--- src/rtl/hsdma_pkg.sv ---
package hsdma_pkg;
  typedef enum logic [2:0] {S_IDLE, S_CHECK, S_READ, S_WRITE, S_DONE} hsdma_st_e;

  localparam int unsigned BIT_START = 0;
  localparam int unsigned BIT_FIN   = 1;
  localparam int unsigned BIT_FINEN = 2;
  localparam int unsigned BIT_BURST = 3;

  // log2 of item size in bytes from the width code
  function automatic logic [1:0] size_log2(input logic [1:0] wcode);
    case (wcode)
      2'd0:    size_log2 = 2'd2;
      2'd1:    size_log2 = 2'd1;
      default: size_log2 = 2'd0;
    endcase
  endfunction
endpackage

--- src/rtl/hsdma_decode.sv ---
module hsdma_decode
  import hsdma_pkg::*;
#(
  parameter int AW   = 32,
  parameter int IDW  = 4,
  parameter int MAXB = 4,
  parameter int BW   = 3
) (
  input  logic [31:0]    cmd_i,
  output logic [BW-1:0]  blen_o,
  output logic [1:0]     sz_o,
  output logic [AW-1:0]  sstep_o,
  output logic [AW-1:0]  dstep_o,
  output logic [IDW-1:0] sid_o,
  output logic [IDW-1:0] did_o,
  output logic           fin_en_o
);
  logic [1:0] sz;

  assign sz       = size_log2(cmd_i[21:20]);
  assign sz_o     = sz;
  assign blen_o   = cmd_i[BIT_BURST] ? BW'(MAXB) : BW'(1);
  assign sid_o    = cmd_i[24 +: IDW];
  assign did_o    = cmd_i[16 +: IDW];
  assign fin_en_o = cmd_i[BIT_FINEN];

  always_comb begin
    sstep_o = (cmd_i[9:8] == 2'd0) ? '0 : AW'(1) << (32'(cmd_i[9:8]) - 1 + 32'(sz));
    dstep_o = (cmd_i[13:12] == 2'd0) ? '0 : AW'(1) << (32'(cmd_i[13:12]) - 1 + 32'(sz));
  end
endmodule

--- src/rtl/hsdma_lane.sv ---
module hsdma_lane #(
  parameter  int DW = 32,
  localparam int NB = DW / 8,
  localparam int LB = $clog2(NB)
) (
  input  logic [DW-1:0] rdata_i,
  input  logic [LB-1:0] lo_i,
  input  logic [1:0]    sz_i,
  input  logic [DW-1:0] item_i,
  output logic [DW-1:0] item_o,
  output logic [NB-1:0] be_o,
  output logic [DW-1:0] wdata_o
);
  logic [NB-1:0] bmask;
  logic [DW-1:0] dmask;
  logic [31:0]   nbytes;

  always_comb begin
    nbytes  = 32'd1 << sz_i;
    // full-width case wraps to zero, minus one gives all ones
    bmask   = (NB'(1) << nbytes) - NB'(1);
    dmask   = (DW'(1) << (nbytes * 8)) - DW'(1);
    be_o    = bmask << lo_i;
    item_o  = (rdata_i >> (32'(lo_i) * 8)) & dmask;
    wdata_o = (item_i & dmask) << (32'(lo_i) * 8);
  end
endmodule

--- src/rtl/hsdma_ack.sv ---
module hsdma_ack #(
  parameter int NHS = 16
) (
  input  logic           clk,
  input  logic           rst_n,
  input  logic [NHS-1:0] req_i,
  input  logic [NHS-1:0] set_i,
  output logic [NHS-1:0] ack_o
);
  logic [NHS-1:0] req_prev_q, ack_q, ack_d, fall;

  assign fall  = req_prev_q & ~req_i;
  assign ack_d = (ack_q & ~fall) | set_i;
  assign ack_o = ack_q;

  always_ff @(posedge clk or negedge rst_n) begin
    if (!rst_n) begin
      req_prev_q <= '0;
      ack_q      <= '0;
    end else begin
      req_prev_q <= req_i;
      ack_q      <= ack_d;
    end
  end

  for (genvar g = 0; g < NHS; g++) begin : g_chk

    ack_drop_chk: assert property (@(posedge clk) disable iff (!rst_n)
      (req_prev_q[g] && !req_i[g] && !set_i[g]) |=> !ack_o[g]);
  end
endmodule

--- src/rtl/hsdma_engine.sv ---
module hsdma_engine
  import hsdma_pkg::*;
#(
  parameter  int AW   = 32,
  parameter  int DW   = 32,
  parameter  int CW   = 24,
  parameter  int NHS  = 16,
  parameter  int MAXB = 4,
  localparam int NB   = DW / 8,
  localparam int LB   = $clog2(NB),
  localparam int IDW  = $clog2(NHS),
  localparam int BW   = $clog2(MAXB + 1),
  localparam int XW   = $clog2(MAXB)
) (
  input  logic           clk,
  input  logic           rst_n,
  input  logic           start_i,
  input  logic [31:0]    cmd_i,
  input  logic [AW-1:0]  src_i,
  input  logic [AW-1:0]  dst_i,
  input  logic [CW-1:0]  count_i,
  output logic           busy_o,
  output logic           done_o,
  output logic [31:0]    cmd_o,
  output logic [AW-1:0]  src_o,
  output logic [AW-1:0]  dst_o,
  output logic [CW-1:0]  count_o,
  output logic           mem_req_o,
  output logic           mem_we_o,
  output logic [AW-1:0]  mem_addr_o,
  output logic [NB-1:0]  mem_be_o,
  output logic [DW-1:0]  mem_wdata_o,
  input  logic           mem_rdy_i,
  input  logic [DW-1:0]  mem_rdata_i,
  input  logic [NHS-1:0] hs_req_i,
  output logic [NHS-1:0] hs_ack_o
);
  hsdma_st_e      st_q, st_d;
  logic [31:0]    cmd_q, cmd_d;
  logic [AW-1:0]  src_q, src_d, dst_q, dst_d;
  logic [CW-1:0]  cnt_q, cnt_d;
  logic [XW-1:0]  idx_q, idx_d;
  logic [BW-1:0]  nb_q, nb_d;
  logic [DW-1:0]  buf_q [MAXB];
  logic           buf_we;
  logic [NHS-1:0] ack_set;

  logic [BW-1:0]  blen;
  logic [1:0]     sz;
  logic [AW-1:0]  sstep, dstep;
  logic [IDW-1:0] sid, did;
  logic           fin_en, stall, last;
  logic [DW-1:0]  item_rd;

  hsdma_decode #(.AW(AW), .IDW(IDW), .MAXB(MAXB), .BW(BW)) u_dec (
    .cmd_i(cmd_q), .blen_o(blen), .sz_o(sz), .sstep_o(sstep), .dstep_o(dstep),
    .sid_o(sid), .did_o(did), .fin_en_o(fin_en)
  );

  hsdma_lane #(.DW(DW)) u_lane (
    .rdata_i(mem_rdata_i), .lo_i(mem_addr_o[LB-1:0]), .sz_i(sz),
    .item_i(buf_q[idx_q]), .item_o(item_rd), .be_o(mem_be_o), .wdata_o(mem_wdata_o)
  );

  hsdma_ack #(.NHS(NHS)) u_ack (
    .clk(clk), .rst_n(rst_n), .req_i(hs_req_i), .set_i(ack_set), .ack_o(hs_ack_o)
  );

  assign stall = ((sid != '0) && !hs_req_i[sid]) || ((did != '0) && !hs_req_i[did]);
  assign last  = (BW'(idx_q) + BW'(1)) == nb_q;

  always_comb begin
    st_d    = st_q;
    cmd_d   = cmd_q;
    src_d   = src_q;
    dst_d   = dst_q;
    cnt_d   = cnt_q;
    idx_d   = idx_q;
    nb_d    = nb_q;
    buf_we  = 1'b0;
    ack_set = '0;
    case (st_q)
      S_IDLE: if (start_i) begin
        cmd_d = cmd_i;
        src_d = src_i;
        dst_d = dst_i;
        cnt_d = count_i;
        st_d  = S_CHECK;
      end
      S_CHECK: begin
        if (cnt_q == '0) begin
          cmd_d[BIT_START] = 1'b0;
          if (fin_en) cmd_d[BIT_FIN] = 1'b1;
          st_d = S_DONE;
        end else if (stall) begin
          st_d = S_DONE;
        end else begin
          nb_d  = (cnt_q < CW'(blen)) ? BW'(cnt_q) : blen;
          idx_d = '0;
          st_d  = S_READ;
        end
      end
      S_READ: if (mem_rdy_i) begin
        buf_we = 1'b1;
        src_d  = src_q + sstep;
        if (last) begin
          idx_d = '0;
          st_d  = S_WRITE;
          if (sid != '0) ack_set[sid] = 1'b1;
        end else begin
          idx_d = idx_q + XW'(1);
        end
      end
      S_WRITE: if (mem_rdy_i) begin
        dst_d = dst_q + dstep;
        if (last) begin
          cnt_d = cnt_q - CW'(nb_q);
          st_d  = S_CHECK;
          if (did != '0) ack_set[did] = 1'b1;
        end else begin
          idx_d = idx_q + XW'(1);
        end
      end
      S_DONE:  st_d = S_IDLE;
      default: st_d = S_IDLE;
    endcase
  end

  always_ff @(posedge clk or negedge rst_n) begin
    if (!rst_n) begin
      st_q  <= S_IDLE;
      cmd_q <= '0;
      src_q <= '0;
      dst_q <= '0;
      cnt_q <= '0;
      idx_q <= '0;
      nb_q  <= '0;
      for (int i = 0; i < MAXB; i++) buf_q[i] <= '0;
    end else begin
      st_q  <= st_d;
      cmd_q <= cmd_d;
      src_q <= src_d;
      dst_q <= dst_d;
      cnt_q <= cnt_d;
      idx_q <= idx_d;
      nb_q  <= nb_d;
      if (buf_we) buf_q[idx_q] <= item_rd;
    end
  end

  assign busy_o     = (st_q != S_IDLE);
  assign done_o     = (st_q == S_DONE);
  assign cmd_o      = cmd_q;
  assign src_o      = src_q;
  assign dst_o      = dst_q;
  assign count_o    = cnt_q;
  assign mem_req_o  = (st_q == S_READ) || (st_q == S_WRITE);
  assign mem_we_o   = (st_q == S_WRITE);
  assign mem_addr_o = (st_q == S_WRITE) ? dst_q : src_q;


  mem_hold_chk: assert property (@(posedge clk) disable iff (!rst_n)
    (mem_req_o && !mem_rdy_i) |=> (mem_req_o && $stable(mem_addr_o) && $stable(mem_we_o)
                                   && $stable(mem_wdata_o)));

  be_width_chk: assert property (@(posedge clk) disable iff (!rst_n)
    mem_req_o |-> ($countones(mem_be_o) == (32'd1 << sz)));

  stall_stop_chk: assert property (@(posedge clk) disable iff (!rst_n)
    (st_q == S_CHECK && cnt_q != '0 && stall) |=> (done_o && cmd_o[BIT_START] && $stable(count_o)));

  done_clear_chk: assert property (@(posedge clk) disable iff (!rst_n)
    (done_o && count_o == '0) |-> !cmd_o[BIT_START]);

  cnt_drop_chk: assert property (@(posedge clk) disable iff (!rst_n)
    (st_q == S_WRITE && mem_rdy_i && last) |=> (count_o < $past(count_o)));

  fixed_src_chk: assert property (@(posedge clk) disable iff (!rst_n)
    (st_q == S_READ && mem_rdy_i && sstep == '0) |=> (src_o == $past(src_o)));

  done_pulse_chk: assert property (@(posedge clk) disable iff (!rst_n)
    done_o |=> !done_o && !mem_req_o);
endmodule

--- config.mk ---
export PLATFORM = sky130hd
export DESIGN_NAME = hsdma_engine
export DESIGN_NICKNAME = d
export VERILOG_FILES = /design/src/rtl/hsdma_pkg.sv /design/src/rtl/hsdma_decode.sv /design/src/rtl/hsdma_lane.sv /design/src/rtl/hsdma_ack.sv /design/src/rtl/hsdma_engine.sv
export SDC_FILE = /design/constraint.sdc
export NUM_CORES = 1
export LEC_CHECK = 0
export BUFFER_PORTS_ARGS = -buffer_cell sky130_fd_sc_hd__buf_4
export CAP_MARGIN = 25
export CORE_ASPECT_RATIO = 1.2
export CORE_MARGIN = 4
export CORE_UTILIZATION = 43
export CTS_CLUSTER_DIAMETER = 100
export CTS_CLUSTER_SIZE = 25
export DETAILED_ROUTE_END_ITERATION = 8
export PLACE_DENSITY = 0.65
export SLEW_MARGIN = 25
export SYNTH_ARGS = -nofsm -noshare
export SYNTH_HDL_FRONTEND = slang
export SYNTH_HIERARCHICAL = 1
export SYNTH_SLANG_ARGS = --single-unit
--- constraint.sdc ---
create_clock -name clk -period 9.2 [get_ports clk]
set_input_delay 1.84 -clock clk [delete_from_list [all_inputs] [get_ports clk]]
set_output_delay 1.84 -clock clk [all_outputs]
set_load 0.01 [all_outputs]
==> impl_metrics.tcl, run 1 <==
set metrics [dict create \
    fill_cells 3990 \
    ctsHoldBuffers 0 \
    cts_root_buffer "clkbuf_16" \
    max_freq_mhz 152 \
    cts_buffer_depth 3 \
    cap_violations 0 \
    final_cells 2876 \
    drt_iter0_markers 1125 \
    seq_area_frac_synth_pct 38.5 \
    vdd_drop_max_v 0.000140 \
    gp_congestion 0.933 \
    avgSynthCellArea_um2 9.27 \
    grt_usage_pct 25.2 \
    placed_area_mm2 0.0217 \
    initial_core_util_pct 43.7 \
    slew_viol_final 0 \
    clock_latency_ns 0.54 \
    path_buf_inv 3 \
    syn_area_mm2 0.0187 \
    max_stage_delay_ns 0.74 \
    port_buffers 379 \
    ant_nets 0 \
    wl_per_cell_um 21.4 \
    grt_max_degree 106 \
    ctsResizeCount 0 \
    synth_edf_count 0 \
    grt_pass1_vias 16200 \
    via_per_inst 5.67 \
    stdcell_area_mm2 0.0222 \
    coreArea_mm2 0.0429 \
    status "finished clean" \
    antenna_found_initial 2 \
    dp_cells 2850 \
    cts_setup_buffers 0 \
    pin_count 380 \
    path_cells "nor2b_1, nand2_4, inv_2, nand2_1, nand2_2, buf_4, nor2b_1, a22oi_1, o22ai_1, buf_4" \
    synth_cell_types 84 \
    cp_max_fo 62 \
    cts.clk_slew.worst_paths_ns 0.12 \
    critical_path_required_ns 7.36 \
    end_kind "primary output" \
    drive_gt1_share_pct 27.3 \
    skew_ns 0.0229 \
    rsz0062_at_grt "false" \
    power_density_mw_per_mm2 349 \
    slew_headroom_pct 33.4 \
    num_rows 83 \
    fin_crit_sh_pct 71.5 \
    ys_ff_latch 288 \
    grt_overflow 0 \
    area_growth_pct 18.7 \
    period_minus_slack_ns 6.58 \
    cp.arrival_ns 4.74 \
    synthArstFlopShare_pct 100 \
    grt_first_pass_wirelength_um 94400 \
    cts_buffers 16 \
    synthFlopType "dfrtp_1" \
    yosysWarnings 6 \
    fin_nets 2570 \
    cts_tree "built" \
    slowest_stage "inv_2" \
    fp.dieH_um 237 \
    final_hold_viol_count 0 \
    die_x_um 199 \
    worstSetupPathType "flop to primary output" \
    p_leak_nw 10.9 \
    wl_um 61500 \
    power_w 0.00776 \
    setup-violations-final 0 \
    path_delay_family "simple AND/OR/NAND/NOR gates" \
    cts.sinks 288 \
    dieArea_mm2 0.0470 \
    hold_class "flop to flop" \
    hold_ws_ns 0.485 \
    worst_slew_pin_slew_ns 0.996 \
    drc 0 \
    dp_hpwl_um 45600 \
    routed-via-count 16300 \
    fin_setup_tns_ns 0 \
    start_kind "flop" \
    synth_cells 2022 \
    htree_levels 1 \
    drt_first_pass_iters 5 \
]
[cells in the final DEF, fill, tap and decap left out, drive strengths merged, types with 9 or more instances in the layout]
cell    synthesis  routed
a211oi         18      18
a21o           45      45
a21oi         164     164
a22oi          34      34
a31oi          20      20
and2           17      17
and3           33      33
buf            99     395
clkbuf         68      18
conb            2      50
dfrtp         288     288
ha             79      79
inv            46      48
mux2          130     130
mux2i          33      33
mux4           40      40
nand2         323     323
nand2b         19      19
nand3          25      25
nand4          11      11
nor2          138     138
nor2b          28      28
nor3           43      43
o21a            9       9
o21ai         108     108
o21bai          9       9
o22ai          15      15
or2            13      13
or3            14      14
xnor2          36      36
xor2           22      22
[layout make-up]
| type | instances | area (um2) | share of cell area, % |
|---|---|---|---|
| diodes | 2 | 5.00 | 0.0225 |
| repair buffers | 395 | 2970 | 13.4 |
| clock inverters | 6 | 96.3 | 0.433 |
| well taps | 552 | 691 | 3.11 |
| flip-flops and latches | 288 | 7210 | 32.4 |
| inverters | 46 | 173 | 0.776 |
| clock buffers | 18 | 429 | 1.93 |
| multi-input cells | 1569 | 10700 | 48.0 |
[worst paths after layout]
kind | start | endpoint | slack (ns) | cells after the start
max | st_q[1]$_DFFE_PN0P_ | mem_wdata_o[30] | 2.62 | 10
min | u_ack/ack_o[1]$_DFF_PN0_ | u_ack/ack_o[1]$_DFF_PN0_ | 0.48 | 1
max reg2reg | cmd_o[20]$_DFFE_PN0P_ | dst_o[30]$_DFFE_PN0P_ | 3.59 | 17
min in group asynchronous | rst_n | count_o[15]$_DFFE_PN0P_ | 1.31 | 1
min reg2reg | u_ack/ack_o[1]$_DFF_PN0_ | u_ack/ack_o[1]$_DFF_PN0_ | 0.48 | 1
max in group asynchronous | rst_n | buf_q[52]$_DFFE_PN0P_ | 6.41 | 2
[state kept, by name (all words and copies together) (netlist names)]
| name | flops |
|---|---|
| u_ack/req_prev_q | 16 |
| nb_q | 3 |
| count_o | 24 |
| buf_q | 128 |
| src_o | 32 |
| cmd_o | 32 |
| dst_o | 32 |
| idx_q | 2 |
| u_ack/ack_o | 16 |
| st_q | 3 |
[kinds of logic (layout without fill, tap and decap cells)]
logic type      after synthesis  in the layout  synth area share (%)
xor+xnor                     58             58                  2.71
other cells                   2             52                0.0401
mux                         203            203                  14.4
flops                       288            288                  38.5
fa+ha+maj                    82             82                  5.60
buf+inv                     213            465                  5.81
simple gates                694            694                  17.0
compound gates              482            482                  15.9
[synth_stat cells, types with 7 or more instances]
cell	instances	share of area (%)
and2_1	17	0.57
buf_1	22	0.44
o21bai_1	9	0.36
clkbuf_1	68	1.4
ha_1	79	5.3
and3_1	32	1.1
nand3b_1	7	0.28
o22ai_1	15	0.50
a32oi_1	8	0.37
inv_1	45	0.90
o21a_1	9	0.36
nor2_1	137	2.7
xnor2_1	36	1.7
nor2b_1	28	0.93
buf_4	66	2.6
mux4_2	40	4.8
o2bb2ai_1	8	0.37
or2_2	10	0.33
nand3_1	25	0.67
xor2_1	22	1.0
a211oi_1	18	0.72
a31oi_1	20	0.67
nand2_1	323	6.5
o21ai_0	105	2.8
a22oi_1	34	1.4
a21o_1	45	1.8
nand2b_1	19	0.63
dfrtp_1	288	38
nand4_1	11	0.37
or3_1	11	0.37
a21oi_1	163	4.4
buf_2	8	0.21
nor3_1	43	1.1
mux2i_1	33	1.8
mux2_2	128	7.7
[report_power, final]
group / total (W) / switching, W / internal, W / leakage, nW
combinational: 0.00471 / 0.00268 / 0.00203 / 6.90
sequential: 0.00220 / 0.000507 / 0.00169 / 3.69
clock: 0.000858 / 0.000458 / 0.000401 / 0.254
[layer usage]
metal,track usage [%],share of wire (%)
met4,7.15,2.9
met1,33.1,42
met3,2.62,4.9
met5,0,0
met2,44.2,50
[metrics by stage]
stage	worst slack, ns	util (%)
floorplan	4.56	-
global placement	3.53	50.6
detailed placement	3.27	50.6
CTS	2.66	51.8
global route	2.24	51.9
finish	2.62	51.9
Note: power is estimated with default switching activity, not from simulation.
==> inputs of run 2 (changes only) <==
--- a/config.mk
+++ b/config.mk
@@ -13,7 +13,7 @@
 export CTS_CLUSTER_DIAMETER = 100
 export CTS_CLUSTER_SIZE = 25
 export DETAILED_ROUTE_END_ITERATION = 8
-export PLACE_DENSITY = 0.65
+export PLACE_DENSITY = 0.67
 export SLEW_MARGIN = 25
 export SYNTH_ARGS = -nofsm -noshare
 export SYNTH_HDL_FRONTEND = slang
==> constraint.sdc (replaced) <==
create_clock -name clk -period 5.95 [get_ports clk]
set_input_delay 1.19 -clock clk [delete_from_list [all_inputs] [get_ports clk]]
set_output_delay 1.19 -clock clk [all_outputs]
set_load 0.01 [all_outputs]
==> run 2 against run 1 <==
  * Clock skew increased by 0.0011 ns
  * Combinational power increased by 55%
  * Via count increased by 0.26%
  * Critical path type is now flop to flop
==> impl_metrics.tcl, run 2 (synthesis results as in run 1) <==
set metrics [dict create \
    htree_levels 1 \
    clock_latency_ns 0.53 \
    initial_core_util_pct 43.7 \
    layout_common_cells "buf_4 (397), nand2_1 (314), dfrtp_1 (287)" \
    setup-violations-final 0 \
    grt_max_degree 143 \
    drc 0 \
    period_minus_slack_ns 5.25 \
    drive_gt1_share_pct 27.4 \
    cp_max_fo 5 \
    dp_hpwl_um 44200 \
    holdPathStages 1 \
    status "finished clean" \
    regMostFlops "buf_q" \
    worstSetupPathType "flop to flop" \
    p_leak_nw 10.9 \
    pin_count 380 \
    cts.clk_slew.worst_paths_ns 0.11 \
    cts_buffers 16 \
    min_from "u_ack/ack_o[2]$_DFF_PN0_" \
    cap_violations 0 \
    r2r_cells 19 \
    cts.sinks 288 \
    fin_crit_sh_pct 88.3 \
    ctsResizeCount 0 \
    final_hold_viol_count 0 \
    die_x_um 199 \
    ant_nets 0 \
    fin_nets 2574 \
    skew_ns 0.0240 \
    cts_setup_buffers 0 \
    power_w 0.0119 \
    worstReg2RegEnd "dst_o[30]$_DFFE_PN0P_" \
    cts_tree "built" \
    wl_per_cell_um 20.8 \
    fp.dieH_um 237 \
    start_kind "flop" \
    cts_root_buffer "clkbuf_16" \
    slew_viol_final 0 \
    power_density_mw_per_mm2 537 \
    ctsHoldBuffers 0 \
    drt_iter0_markers 905 \
    rsz0062_at_grt "false" \
    fin_setup_tns_ns 0 \
    area_growth_pct 18.7 \
    max_freq_mhz 190 \
    hold_class "flop to flop" \
    routed-via-count 16400 \
    drt_first_pass_iters 5 \
    final_common_cell "buf_4" \
    grt_usage_pct 24.4 \
    coreArea_mm2 0.0429 \
    cp.arrival_ns 5.65 \
    via_per_inst 5.69 \
    largest_reg_flops 128 \
    slew_headroom_pct 28.7 \
    grt_pass1_vias 16700 \
    min_to "u_ack/ack_o[2]$_DFF_PN0_" \
    port_buffers 379 \
    dieArea_mm2 0.0470 \
    vdd_drop_max_v 0.000277 \
    gp_congestion 0.929 \
    critical_path_required_ns 6.34 \
    worst_slew_pin_slew_ns 1.07 \
    antenna_found_initial 1 \
    end_kind "flop" \
    cp-startpoint "cmd_o[12]$_DFFE_PN0P_" \
    cts_buffer_depth 3 \
    reg2reg_from "cmd_o[12]$_DFFE_PN0P_" \
    regToRegSetupSlack_ns 0.70 \
    wl_um 59700 \
    grt_first_pass_wirelength_um 92200 \
    num_rows 83 \
    grt_overflow 0 \
]
==> run 2: changes by cell type in the layout (fill, tap and decap cells not counted), sizes merged <==
cell,change
buf,+4
diode,-1
bufinv,-2
inv,-1
clkinv,+1
==> run 2: cell type report <==
type                       instances  area, um2
tap                              552        691
inverter                          46        173
clock buffer                      18        429
sequential                       288       7210
clock inverter                     4       51.3
antenna                            1       2.50
fill                            4077      20700
multi-input combinational       1569      10700
timing repair buffer             399       3020
==> run 2: critical path: stages, from the launching register on <==
cell	delay, ns
dfrtp_1	0.39
inv_1	0.09
ha_1	0.35
or3_4	0.36
and2_1	0.15
ha_1	0.22
a21boi_0	0.18
o311a_1	0.25
nor3_1	0.07
ha_1	0.22
fa_1	0.42
a21o_1	0.22
a221oi_1	0.47
o211ai_1	0.26
a31oi_1	0.36
o21ai_1	0.25
a2111oi_2	0.46
o31ai_1	0.15
xnor2_1	0.15
o211ai_1	0.09
==> run 2: per-layer routing <==
layer / track usage, % / vias up / routed length (um)
met2: 42.8 / 585 / 30100
li1: - / 7680 / -
met1: 30.7 / 7987 / 23700
met4: 8.62 / 0 / 2120
met5: 0 / - / 0
met3: 3.29 / 108 / 3820
==> run 2: worst max-delay path by stage <==
stage	end	slack (ns)	cells past startpoint
after global placement	dst_o[30]$_DFFE_PN0P_	0.91	19
after detailed placement	dst_o[30]$_DFFE_PN0P_	0.79	17
after global routing	dst_o[30]$_DFFE_PN0P_	0.26	17
after CTS	dst_o[30]$_DFFE_PN0P_	0.77	17
after floorplan	dst_o[30]$_DFFE_PN0P_	1.31	19
final	dst_o[30]$_DFFE_PN0P_	0.70	19
==> run 2: per-stage QoR <==
stage          hold WS (ns)  cell area [um2]  worst slack [ns]  instances  util (%)
3_5_place_dp          0.467            21700             0.794       2854      50.7
6_report              0.484            22200             0.697       2877      51.8
2_1_floorplan         0.474            18900              1.31       2070         -
3_3_place_gp          0.460            21700             0.906       2854      50.7
4_1_cts               0.490            22200             0.769       2876      51.8
5_1_grt               0.517            22200             0.260       2877      51.8
==> run 2: power by group <==
| group | total, W | internal [W] | switching [W] |
|---|---|---|---|
| logic | 0.00730 | 0.00316 | 0.00414 |
| clock network | 0.00123 | 0.000535 | 0.000699 |
| registers | 0.00340 | 0.00262 | 0.000785 |
==> inputs of run 3 (changes only) <==
--- a/config.mk
+++ b/config.mk
@@ -13,7 +13,7 @@
 export CTS_CLUSTER_DIAMETER = 100
 export CTS_CLUSTER_SIZE = 25
 export DETAILED_ROUTE_END_ITERATION = 8
-export PLACE_DENSITY = 0.67
+export PLACE_DENSITY_LB_ADDON = 0.08
 export SLEW_MARGIN = 25
 export SYNTH_ARGS = -nofsm -noshare
 export SYNTH_HDL_FRONTEND = slang
==> run 3 against run 2 <==
  * Via count fell by 1.3%
  * Critical endpoint unchanged
  * Power rose by 0.12%
  * Final area rose by 0.16%
  * Sequential share of layout area fell by 0.053 points
  * Count of clock-buffer cells in the layout rose by 1
  * Final cell count rose by 0.10%
  * Register-to-register slack improved by 0.03 ns
  * Critical path type unchanged
  * Maximum frequency rose by 0.57%
  * Flip-flop and latch count did not move
==> impl_metrics.tcl, run 3 (synthesis results as in run 1) <==
set metrics [dict create \
    status "finished clean" \
    cap_violations 0 \
    dieArea_mm2 0.0470 \
    largest_reg_flops 128 \
    worst_slew_pin_slew_ns 0.991 \
    cp.arrival_ns 5.61 \
    multi_input_area_mm2 0.0107 \
    wl_per_cell_um 20.8 \
    hold_ws_ns 0.489 \
    slowest_stage "a2111oi_2" \
    period_minus_slack_ns 5.22 \
    port_buffers 379 \
    end_kind "flop" \
    worstSetupPathType "flop to flop" \
    slew_headroom_pct 33.7 \
    setup-violations-final 0 \
    die_x_um 199 \
    drt_iter0_markers 804 \
    rsz0062_at_grt "false" \
    grt_max_degree 145 \
    regArea_mm2 0.00721 \
    cts_setup_buffers 0 \
    fin_setup_tns_ns 0 \
    power_density_mw_per_mm2 537 \
    cts_buffers 17 \
    area_growth_pct 18.9 \
    drc 0 \
    max_stage_delay_ns 0.49 \
    gp_congestion 0.939 \
    ctsResizeCount 0 \
    grt_overflow 0 \
    holdPathStages 1 \
    worstReg2RegEnd "dst_o[30]$_DFFE_PN0P_" \
    regMostFlops "buf_q" \
    grt_first_pass_wirelength_um 93700 \
    htree_levels 1 \
    grt_pass1_vias 16200 \
    post-route-util_pct 51.9 \
    p_clk_share_pct 11.0 \
    drive_gt1_share_pct 27.3 \
    critical_path_required_ns 6.34 \
    hold_class "flop to flop" \
    grt_usage_pct 24.9 \
    final_hold_viol_count 0 \
    vdd_drop_max_v 0.000222 \
    power_w 0.0120 \
    fill_cells 4080 \
    p_sw_share_pct 46.8 \
    switching_power_w 0.00559 \
    clock_latency_ns 0.52 \
    drt_first_pass_iters 5 \
    cts.sinks 288 \
    r2r_cells 19 \
    final_common_cell "buf_4" \
    layout_common_cells "buf_4 (395), nand2_1 (315), dfrtp_1 (287)" \
    min_from "u_ack/ack_o[3]$_DFF_PN0_" \
    num_rows 83 \
    cp_max_fo 5 \
    cts.clk_slew.worst_paths_ns 0.10 \
    regToRegSetupSlack_ns 0.73 \
    ctsHoldBuffers 0 \
    pwr-share-seq_pct 28.5 \
    skew_ns 0.0309 \
    slew_viol_final 0 \
    dp_hpwl_um 45300 \
    p_int_w 0.00636 \
    via_per_inst 5.61 \
    reg2reg_from "cmd_o[12]$_DFFE_PN0P_" \
    initial_core_util_pct 43.7 \
    antenna_found_initial 2 \
    wl_um 60000 \
    power_frac_comb_pct 60.5 \
    p_leak_nw 10.9 \
    coreArea_mm2 0.0429 \
    crit_top_cell "ha_1" \
    routed-via-count 16100 \
    min_to "u_ack/ack_o[3]$_DFF_PN0_" \
    fin_nets 2573 \
    max_freq_mhz 191 \
    cts_tree "built" \
    pin_count 380 \
    path_cells "inv_1, ha_1, or3_4, and2_1, ha_1, a21boi_0, o311a_1, nor3_1, ha_1, fa_1, a21o_1, a221oi_1, o211ai_1, a31oi_1, o21ai_1, a2111oi_2, o31ai_1, xnor2_1, o211ai_1" \
    fin_crit_sh_pct 87.8 \
    cts_root_buffer "clkbuf_16" \
    cts_buffer_depth 3 \
    fp.dieH_um 237 \
    start_kind "flop" \
    ant_nets 0 \
]
## run 3: cell count changes in the layout (fill, tap and decap cells not counted), sizes merged
cell and delta:
buf -2, bufinv +1, clkbuf +1, clkinv -1, clkinvlp -1, diode +2, inv +3
## run 3: power groups by stage
| stage | clock network, W | logic [W] | registers (W) |
|---|---|---|---|
| final | 0.00131 | 0.00723 | 0.00341 |
| after floorplan | 0 | 0.00474 | 0.00328 |
| after global placement | 0 | 0.00705 | 0.00341 |
| after global routing | 0.00143 | 0.00796 | 0.00352 |
| after detailed placement | 0 | 0.00714 | 0.00344 |
| after CTS | 0.00136 | 0.00717 | 0.00341 |
## run 3: critical path: cells and delay by family (launching register included)
kind	cells	cell delay [ns]
AOI/OAI and AO/OA	10	2.75
xor gates and xnor gates	1	0.16
adders and majority gates	4	1.16
buffers and inverters	1	0.08
DFF	1	0.37
and+or+nand+nor	3	0.56
## run 3: per-layer routing
| layer | part of all wire (%) | global-route usage [%] |
|---|---|---|
| met5 | 0 | 0 |
| met4 | 3.7 | 8.64 |
| met3 | 5.2 | 2.68 |
| met2 | 49 | 42.9 |
| met1 | 42 | 32.6 |
## run 3: cell type report
cell class / count / share of cell area (%)
flip-flops and latches: 288 / 32.4
well taps: 552 / 3.10
clock inverters: 6 / 0.427
multi-input cells: 1569 / 47.9
diodes: 3 / 0.0337
repair buffers: 397 / 13.5
inverters: 46 / 0.775
clock buffers: 19 / 1.94
## run 3: worst max-delay path by stage
stage / startpoint / end / slack [ns] / cells after the start
6_report: cmd_o[12]$_DFFE_PN0P_ / dst_o[30]$_DFFE_PN0P_ / 0.73 / 19
5_1_grt: cmd_o[8]$_DFFE_PN0P_ / src_o[30]$_DFFE_PN0P_ / 0.37 / 19
4_1_cts: cmd_o[12]$_DFFE_PN0P_ / dst_o[30]$_DFFE_PN0P_ / 0.73 / 19
3_5_place_dp: cmd_o[12]$_DFFE_PN0P_ / dst_o[30]$_DFFE_PN0P_ / 0.74 / 19
3_3_place_gp: cmd_o[12]$_DFFE_PN0P_ / dst_o[30]$_DFFE_PN0P_ / 0.84 / 19
2_1_floorplan: cmd_o[12]$_DFFE_PN0P_ / dst_o[30]$_DFFE_PN0P_ / 1.31 / 19
## run 3: through the flow
step / std cells / area, um2 / worst slack, ns
2_1_floorplan: 2070 / 18900 / 1.31
3_3_place_gp: 2852 / 21700 / 0.843
3_5_place_dp: 2852 / 21700 / 0.740
4_1_cts: 2877 / 22300 / 0.734
5_1_grt: 2879 / 22300 / 0.368
6_report: 2880 / 22300 / 0.727
